==> src/rtl/cmpflag_pkg.sv <==
package cmpflag_pkg;

    typedef enum logic [1:0] {
        SZ_BYTE     = 2'b00,
        SZ_WORD     = 2'b01,
        SZ_LONG     = 2'b10,
        SZ_LONG_ALT = 2'b11
    } op_size_e;

    // Flag word layout, most significant first: X N Z V C
    typedef struct packed {
        logic x;
        logic n;
        logic z;
        logic v;
        logic c;
    } ccr_t;

    typedef struct packed {
        logic n;
        logic z;
        logic v;
        logic c;
    } arith_flags_t;

    localparam int ARITH_W = $bits(arith_flags_t);
    localparam int BASE_LANE_W = 8;

    function automatic int lane_width(input int idx);
        return BASE_LANE_W << idx;
    endfunction

    function automatic int lane_index(input op_size_e sz);
        case (sz)
            SZ_BYTE: return 0;
            SZ_WORD: return 1;
            default: return 2;
        endcase
    endfunction

endpackage

==> src/rtl/cf_operand_gate.sv <==
module cf_operand_gate
    #(parameter int DATA_W = 32)
(
    input  logic [DATA_W-1:0] src_i,
    input  logic              test_i,
    output logic [DATA_W-1:0] src_eff_o
);
    always_comb begin
        src_eff_o = test_i ? '0 : src_i;
    end
endmodule

==> src/rtl/cf_lane_sub.sv <==
module cf_lane_sub
    import cmpflag_pkg::*;
    #(parameter int W = 8)
(
    input  logic [W-1:0]  d_i,
    input  logic [W-1:0]  s_i,
    output arith_flags_t  flags_o
);
    logic [W:0] diff_ext;
    logic       d_sign;
    logic       s_sign;
    logic       r_sign;

    always_comb begin
        diff_ext   = {1'b0, d_i} - {1'b0, s_i};
        d_sign     = d_i[W-1];
        s_sign     = s_i[W-1];
        r_sign     = diff_ext[W-1];
        flags_o.n  = r_sign;
        flags_o.z  = (diff_ext[W-1:0] == '0);
        flags_o.v  = (d_sign ^ s_sign) & (r_sign ^ d_sign);
        flags_o.c  = diff_ext[W];
    end
endmodule

==> src/rtl/cf_lane_bank.sv <==
module cf_lane_bank
    import cmpflag_pkg::*;
    #(parameter int DATA_W = 32,
      parameter int LANES  = 3)
(
    input  logic [DATA_W-1:0]        dst_i,
    input  logic [DATA_W-1:0]        src_i,
    output logic [LANES*ARITH_W-1:0] lane_flags_o
);
    for (genvar gi = 0; gi < LANES; gi++) begin : g_lane
        localparam int LW = lane_width(gi);
        arith_flags_t lf;
        cf_lane_sub #(.W(LW)) u_sub (
            .d_i     (dst_i[LW-1:0]),
            .s_i     (src_i[LW-1:0]),
            .flags_o (lf)
        );
        assign lane_flags_o[gi*ARITH_W +: ARITH_W] = lf;
    end
endmodule

==> src/rtl/cf_flag_select.sv <==
module cf_flag_select
    import cmpflag_pkg::*;
    #(parameter int LANES = 3)
(
    input  logic [LANES*ARITH_W-1:0] lane_flags_i,
    input  op_size_e                 size_i,
    input  logic                     x_i,
    output ccr_t                     ccr_o
);
    arith_flags_t picked;

    always_comb begin
        picked = '0;
        for (int i = 0; i < LANES; i++) begin
            if (lane_index(size_i) == i) begin
                picked = lane_flags_i[i*ARITH_W +: ARITH_W];
            end
        end
        ccr_o.x = x_i;
        ccr_o.n = picked.n;
        ccr_o.z = picked.z;
        ccr_o.v = picked.v;
        ccr_o.c = picked.c;
    end
endmodule

==> src/rtl/cmp_flag_unit.sv <==
module cmp_flag_unit
    import cmpflag_pkg::*;
    #(parameter int DATA_W = 32,
      parameter int LANES  = 3)
(
    input  logic              clk,
    input  logic              rst,
    input  logic [DATA_W-1:0] dst_i,
    input  logic [DATA_W-1:0] src_i,
    input  logic [1:0]        size_i,
    input  logic              test_i,
    input  logic              x_i,
    output logic [4:0]        ccr_o
);
    logic [DATA_W-1:0]        src_eff;
    logic [LANES*ARITH_W-1:0] lane_flags;
    ccr_t                     ccr_next;
    ccr_t                     ccr_q;

    cf_operand_gate #(.DATA_W(DATA_W)) u_gate (
        .src_i     (src_i),
        .test_i    (test_i),
        .src_eff_o (src_eff)
    );

    cf_lane_bank #(.DATA_W(DATA_W), .LANES(LANES)) u_bank (
        .dst_i        (dst_i),
        .src_i        (src_eff),
        .lane_flags_o (lane_flags)
    );

    cf_flag_select #(.LANES(LANES)) u_sel (
        .lane_flags_i (lane_flags),
        .size_i       (op_size_e'(size_i)),
        .x_i          (x_i),
        .ccr_o        (ccr_next)
    );

    always_ff @(posedge clk) begin
        if (rst) begin
            ccr_q <= '0;
        end else begin
            ccr_q <= ccr_next;
        end
    end

    assign ccr_o = ccr_q;

    // extend flag follows its input by one cycle
    a_r2_x_hold: assert property (@(posedge clk) disable iff (rst)
        1'b1 |=> (ccr_o[4] == $past(x_i)));

    // test mode never reports overflow or borrow
    a_r8_test_no_vc: assert property (@(posedge clk) disable iff (rst)
        test_i |=> (ccr_o[1] == 1'b0 && ccr_o[0] == 1'b0));

    // equal long operands in compare mode give zero and no borrow
    a_r4_equal_zero: assert property (@(posedge clk) disable iff (rst)
        (!test_i && size_i[1] && dst_i == src_i) |=> (ccr_o[2] && !ccr_o[0]));

    // long unsigned source above destination raises borrow
    a_r5_long_borrow: assert property (@(posedge clk) disable iff (rst)
        (!test_i && size_i[1] && src_i > dst_i) |=> ccr_o[0]);

    // equal low bytes give zero at byte size regardless of upper bits
    a_r7_byte_equal: assert property (@(posedge clk) disable iff (rst)
        (!test_i && size_i == 2'b00 && dst_i[7:0] == src_i[7:0]) |=> ccr_o[2]);
endmodule

==> config.mk <==
export PLATFORM = sky130hd
export DESIGN_NAME = cmp_flag_unit
export DESIGN_NICKNAME = d
export VERILOG_FILES = /design/src/rtl/cmpflag_pkg.sv /design/src/rtl/cf_operand_gate.sv /design/src/rtl/cf_lane_sub.sv /design/src/rtl/cf_lane_bank.sv /design/src/rtl/cf_flag_select.sv /design/src/rtl/cmp_flag_unit.sv
export SDC_FILE = /design/constraint.sdc
export NUM_CORES = 1
export LEC_CHECK = 0
export BUFFER_PORTS_ARGS = -buffer_cell sky130_fd_sc_hd__buf_2
export CAP_MARGIN = 5
export CORE_MARGIN = 3
export CORE_UTILIZATION = 54
export CTS_CLUSTER_DIAMETER = 200
export CTS_CLUSTER_SIZE = 14
export DETAILED_ROUTE_END_ITERATION = 10
export PLACE_DENSITY = 0.85
export SLEW_MARGIN = 5
export SYNTH_ARGS = -nofsm -noshare
export SYNTH_HDL_FRONTEND = slang
export SYNTH_SLANG_ARGS = --single-unit
==> constraint.sdc <==
create_clock -name clk -period 4.6 [get_ports clk]
set_input_delay 0.92 -clock clk [delete_from_list [all_inputs] [get_ports clk]]
set_output_delay 0.92 -clock clk [all_outputs]
set_load 0.1 [all_outputs]
# Yosys cells after proc, flatten, opt, wreduce, memory -nomap -nowiden
# Index checks and enable logic that the tools add are counted.
[totals]
out_inout_bits = 5
wordCells = 30
register_bits = 5
in_bits = 70
[classes]
n_eq_ne = 3
muxes = 5
n_reduce_logical = 5
n_bitwise = 9
add_sub_neg = 3
[op_table]
columns = ["op", "count"]
rows = [
  ["$logic_not 32->1", 2],
  ["$sub 32x32->33", 1],
  ["$mux 32", 1],
  ["$sub 16x16->17", 1],
  ["$logic_not 16->1", 1],
  ["$mux 4", 3],
  ["$sub 8x8->9", 1],
  ["$logic_not 8->1", 1],
  ["$xor 1x1->1", 6],
  ["$eq 2x1->1 const B", 2],
  ["$pmux 2 s2", 1],
  ["$and 1x1->1", 3],
  ["$eq 2x2->1 const B", 1],
  ["$logic_not 2->1", 1],
]

# Depth between registers and ports, before layout
# Gate-level depths: netlist of the first run.
[depth]
ltp_word = 7
depth_mapped = 13
ltp_nobuf = 11

# By module
# Synthesis of the first run repeated with hierarchy kept, for this count alone.
[unflattened]
hier_cells = 602
area_unflattened_um2 = 4023.9
[modules_own_cells]
columns = ["module", "n_inst", "seq_area_each_um2", "cells_each", "area_per_inst_um2"]
rows = [
  ["cf_lane_sub at u_bank.g_lane[2].u_sub", 1, 0.0, 339, 2223.4],
  ["cf_lane_sub at u_bank.g_lane[1].u_sub", 1, 0.0, 145, 959.7],
  ["cf_lane_sub at u_bank.g_lane[0].u_sub", 1, 0.0, 59, 392.9],
  ["cf_operand_gate", 1, 0.0, 35, 222.7],
  ["cmp_flag_unit", 1, 100.1, 10, 131.4],
  ["cf_flag_select", 1, 0.0, 14, 93.8],
]

# Worst setup path after synthesis of the first run
# No wires, ideal clock.
[synth_timing]
kind = "in2reg"
from = "input test_i"
to = "register ccr_q (netlist bit ccr_o[2])"
t_required_ns = 4.504
slack_ns = 0.572
path_buffers = 2
t_arrival_ns = 3.933
setup_ns = 0.096
path_stages = 13
path_cell_list = "clkbuf_1 > nand2b_1 > ha_1 > buf_4 > o211a_1 > o31a_1 > o21ai_1 > a2bb2oi_1 > a21boi_0 > o41ai_1 > xor2_1 > or4_1 > o41ai_2"
[synth_via]
elab_chain_cells = 6
elab_cells_between_ends = 10
classes_between = "add/sub: 3; mux: 4; reduce/logical: 3"
[synth_rtl]
columns = ["item", "line", "rtl"]
rows = [
  ["start: declaration", "cmp_flag_unit.sv:11", "input logic test_i,"],
  ["$mux 32 (*)", "cf_operand_gate.sv:9", "src_eff_o = test_i ? '0 : src_i;"],
  ["parallel branches: the longest is 4 deep, another holds $sub 32x32->33", "--", ""],
  ["$mux 4 (*)", "cf_flag_select.sv:15", "if (lane_index(size_i) == i) begin"],
  ["end signal: assignment", "cmp_flag_unit.sv:43", "ccr_q <= ccr_next;"],
  ["end: declaration", "cmp_flag_unit.sv:18", "ccr_t ccr_q;"],
]
# Every way passes the cells marked *.
# A chain may end at the register's enable or synchronous reset.

# Worst setup path after layout of the first run
# Ends and elaborated chain as after synthesis.

==> run metrics, run 1 <==
status complete, no violations; Synth async-reset ratio 0; Slowest-stage cell, CP or4_4; Max clock buf depth 2; Post-CTS Hold Fix Bufs 0; Yosys reg bits 5; crit path DAT between 4 and 5 ns; post-cts resize count 0; Mapped Avg Cell Area between 7 and 8 sq um; Final min period between 4 and 5 ns; Boundary Pins 75; WL per Instance ~15 microns; Total Routing Usage GR 0.254; vias post-DR a little under 3000; initial antenna violation count 0; Initial Util 0.580; clock-pin slew on the worst setup and hold paths 0.04 ns; RSZ-0062 raised after global routing no; vias in the first global route 2629; fin crit share 0.906; post-synthesis cell count roughly 360; Setup Buffers After CTS 0; Die H about 76 microns; clock sinks 5; Initial DRC Count 251; prevailing post-synth register cell dfxtp_1; final core occ 0.681; Rows 24; grt total ovfl 0; crit path cell chain buf_2 > nand2b_1 > ha_1 > nor2b_4 > o31ai_1 > a2111oi_2 > or4_4 > a32o_1 > a211oi_1 > nand4_1 > or4_1 > o41ai_2; synth top area cells ha_1 (19%), nand2b_1 (9.0%), a21oi_1 (4.8%); Pins Over Slew Limit 0; P per Cell Area between 150 and 200 nW/um^2; Crit. End Element flip-flop; crit path max fanout 32; Fmax achieved ~0.24 GHz; pin count of the biggest net entering global routing 33; mapped cell area roughly 2600 sq um; gpl congestion between 0.9 and 1; Synth Area in Adders 0.190; setup violators final 0; Crit path required time ~4.7 ns; DP HPWL around 6000 microns; TritonCTS buffer count 3; EDFF count, synth 0; Yosys cell types between 70 and 80; Synth Area in Compound Gates 0.340; nets 538; Ant. Diodes 0; top-area cell type share of the netlist area 0.190; Root Buffer clkbuf_8; worst-margin pin slew ~0.5 ns; Startpoint Class input port; Tightest Hold Check Type in -> reg; # H-tree levels 1; CTS tree done; xor/xnor share of the synthesized area 0.0766; Antenna Nets Post-Route 0; CP max stage delay 0.54 ns; main combinational cell family by area after synthesis compound AO/OA/AOI/OAI gates; layout cell share with drive strength beyond 1 0.230; Die Area ~5700 sq um; post-synthesis simple-gate area fraction 0.302; VDD IR max about 0.17 mV; CP Class in -> reg; filler instances slightly below 400; synth warn 0; # DRC 0; max reg flops 5; max-cap viol count 0; post-synthesis mux area share 0.0157; Final Hold Viols 0; drt via density a little over 6; core area approximately 4500 sq um; DRT Wirelength around 7300 microns; Die Wd between 70 and 80 microns; Max transition margin 0.665; Seq/Total Area, Yosys 0.0381; IO buf count 74; TNS Setup 0 ns; DP Area roughly 3000 sq um; DRT Pass-1 Iters 4; Layout area overhead 17.4%; largest area contributor in the netlist ha_1; post-route cell area between 3000 and 4000 sq um; Mapped Nets roughly 470; Static Leak approximately 1.4 nW; first-pass GRT wire length between 10000 and 15000 microns
==> per-stage QoR <==
stage               hold slack, ns  instances  worst slack [ns]  power (mW)
floorplan                    0.992        357             0.572       0.370
global placement              1.14        488             0.214       0.467
detailed placement            1.15        488             0.220       0.474
CTS                          0.906        492             0.460       0.563
global route                 0.915        492             0.171       0.615
finish                       0.913        492             0.432       0.568
==> area by class of cell <==
cell class	instances	area, sq um	share of cell area
Clock buffer	4	45.0	0.0146
Timing Repair Buffer	77	393	0.127
Sequential cell	5	100	0.0324
Multi-Input combinational cell	331	2430	0.787
Inverter	10	37.5	0.0122
Tap cell	65	81.3	0.0263
==> worst max-delay path: cells and delay by family <==
family	cells	cell delay [ns]
simple gates	5	1.49
compound gates	5	1.30
buf+inv	1	0.35
fa+ha+maj	1	0.24
==> cells in the final DEF (no fill, tap or decap), types with 3 or more instances in the layout <==
cell / n
buf_2: 74
ha_1: 40
nand2b_1: 38
nand2_1: 28
a21oi_1: 25
nor2_1: 25
o21ai_0: 18
xnor2_1: 14
inv_1: 10
nand4_1: 9
xor2_1: 9
nor2b_1: 8
a21o_1: 8
nor3_1: 6
o21a_1: 6
o21bai_1: 5
nand3_1: 5
o211ai_1: 5
dfxtp_1: 5
and2_1: 4
a211oi_1: 4
a21boi_0: 4
o211a_1: 3
o31a_1: 3
a2111oi_0: 3
a31oi_1: 3
nor4_1: 3
mux2i_1: 3
clkbuf_8: 3
buf_4: 3
==> logic make-up after synthesis <==
family          after synthesis
mux                           4
simple gates                144
fa+ha+maj                    40
xor+xnor                     23
flops                         5
compound gates              120
buf+inv                      21
==> routing by layer <==
metal,GRT usage,share of wire,vias up
met5,0,0,-
met1,0.365,0.47,1358
met3,0.0369,0.073,8
met2,0.399,0.45,115
li1,-,-,1488
met4,0.0563,0.0076,0
==> path summary, 6_finish.rpt <==
kind               start  slack [ns]  cells after the start        to
setup / recovery  test_i        0.43                     12  ccr_o[2]
hold / removal       rst        0.91                      2  ccr_o[3]
==> cells in the mapped netlist (3+ instances only) <==
master / count
and2_1: 4
a31oi_1: 3
a21oi_1: 25
nand2_1: 28
nand2b_1: 38
a21boi_0: 4
nor2_1: 25
xor2_1: 9
o31a_1: 3
nor4_1: 3
clkbuf_1: 5
a21o_1: 8
dfxtp_1: 5
nor3_1: 6
mux2i_1: 3
o21a_1: 6
a211oi_1: 4
nor2b_1: 8
o211ai_1: 5
nand3_1: 5
xnor2_1: 14
nand4_1: 9
a2111oi_0: 3
o21ai_0: 18
o211a_1: 3
inv_1: 10
ha_1: 40
o21bai_1: 5
==> power breakdown <==
| part | internal, mW | switching (mW) | leakage, nW |
|---|---|---|---|
| clock network | 0.0597 | 0.0243 | 0.0228 |
| registers | 0.0471 | 0.00105 | 0.0412 |
| logic | 0.180 | 0.255 | 1.31 |
| total | 0.287 | 0.280 | 1.38 |
Power figures use the tool's default switching activity.
==> run 2: changes to the inputs <==
CORE_UTILIZATION = 49   (was 54)
PLACE_DENSITY = 0.82   (was 0.85)
clock period = 3.7 ns   (was 4.6 ns; I/O delays follow)
==> run 2 against run 1 <==
Effect of this change: sequential power grew 24%; setup slack worse by 0.34 ns; via count increased by 18%; core utilization up 13 points; final cell count up 21%; die area rose by 9.4%; first-iteration DRC count is 23% higher; largest cell class unchanged; highest routed layer unchanged.
==> run metrics, run 2 (same netlist as run 1, synthesis figures left out) <==
Root Buffer clkbuf_8; RSZ-0062 raised after global routing yes; Post-CTS Hold Fix Bufs 0 (unchanged); Die Area 6280 sq um (+9.4%); Crit path required time 3.84 ns (-0.89 ns); most frequent cells in the layout buf_4 (101), buf_2 (73), ha_1 (34); Startpoint Class input port; TritonCTS buffer count 3 (unchanged); Max clock buf depth 2 (unchanged); clock sinks 5 (unchanged); Final Hold Viols 0 (unchanged); Total Routing Usage GR 0.274 (+0.0193); Die Wd 79.3 microns (+4.6%); DRT Wirelength 9660 microns (+33%); Tightest Hold Check Type in -> reg; P per Cell Area 227 nW/um^2 (+24%); commonest non-fill, non-tap cell in the layout buf_4; crit path max fanout 11 (-66%); CP Class in -> reg; Fmax achieved approximately 0.28 GHz; Initial Util 0.512 (-0.0683); post-route cell area 4150 sq um (+35%); # H-tree levels 1 (unchanged); gpl congestion 0.906 (-5.8%); initial antenna violation count 0 (unchanged); Die H 79.3 microns (+4.6%); filler instances 348 (-12%); Antenna Nets Post-Route 0 (unchanged); TNS Setup 0 ns (unchanged); crit path DAT 3.75 ns (-0.55 ns); grt total ovfl 0 (unchanged); layout cell share with drive strength beyond 1 0.447 (+0.217); DP HPWL 7410 microns (+22%); Ant. Diodes 0 (unchanged); Boundary Pins 75 (unchanged); Hold Slack 0.729 ns (-0.184 ns); IO buf count 74 (unchanged); WL per Instance 16.2 microns (+9.8%); DP Area 3810 sq um (+25%); first-pass GRT wire length 14400 microns (+22%); VDD IR max 0.270 mV (+61%); fin crit share 0.975; # DRC 0 (unchanged); DRT Pass-1 Iters 5 (+1); Crit. End Element flip-flop; pin count of the biggest net entering global routing 23 (-30%); FF/Latch Area 100 sq um (unchanged); max-cap viol count 0 (unchanged); CTS tree done; status complete, no violations; Pins Over Slew Limit 0 (unchanged); drt via density 5.88 (-2.6%); Initial DRC Count 308 (+23%); worst-margin pin slew 0.490 ns (+0.00113 ns); Layout area overhead 57.9%; core area 5140 sq um (+13%); area of the multi-input gates 2730 sq um (+12%); Max transition margin 0.671 (+0.00517); nets 637 (+18%); setup violators final 0 (unchanged); Post-Layout Cell Count 596 (+21%); Static Leak 1.94 nW (+41%); clock-pin slew on the worst setup and hold paths 0.04 ns (about the same); Final min period approximately 3.6 ns; Rows 26 (+8.3%); placed insts 588 (+20%); max reg flops 5 (unchanged); vias post-DR 3503 (+18%); vias in the first global route 3301 (+26%)
run 2: repair_timing:
action,CTS,global route
gates resized for setup,7,41
pin swaps,1,16
endpoints found under the setup margin,1,1
endpoints found under the hold margin,0,0
buffers inserted,0,4
run 2: per-stage QoR:
stage                      util  total power [mW]  setup slack, ns
after global routing      0.808              1.00          -0.0655
after detailed placement  0.741             0.743           -0.376
after floorplan               -             0.465           0.0125
final                     0.808             0.943           0.0916
after CTS                 0.757             0.865          0.00892
after global placement    0.741             0.726           -0.331
run 2: where the power goes:
part           internal [mW]  switching (mW)
sequential            0.0585        0.000965
clock                 0.0745          0.0337
combinational          0.373           0.402
total                  0.506           0.437
run 2: layer usage:
metal	track usage	wire length, microns
met3	0.0272	618
met5	0	0
met2	0.490	4820
met4	0.0412	172
met1	0.359	4050
run 2: worst paths after layout:
path              cells after the start  slack, ns    from       end
hold / removal                        2       0.73     x_i  ccr_o[4]
setup / recovery                     13       0.09  test_i  ccr_o[2]
run 2: cell type report:
class / instances / area share
tap: 70 / 0.0211
multi-input combinational: 331 / 0.657
sequential: 5 / 0.0241
inverter: 10 / 0.00904
clock buffer: 4 / 0.0108
timing repair buffer: 176 / 0.278
run 2: worst max-delay path, cell delays in order:
cell and delay, ns:
buf_4 0.16, nand2b_1 0.19, ha_4 0.29, o211a_1 0.20, o31a_1 0.32, o21ai_2 0.12
a2bb2oi_2 0.19, a21boi_1 0.13, buf_4 0.16, o41ai_4 0.37, xor2_1 0.14, or4_4 0.54
o41ai_2 0.19
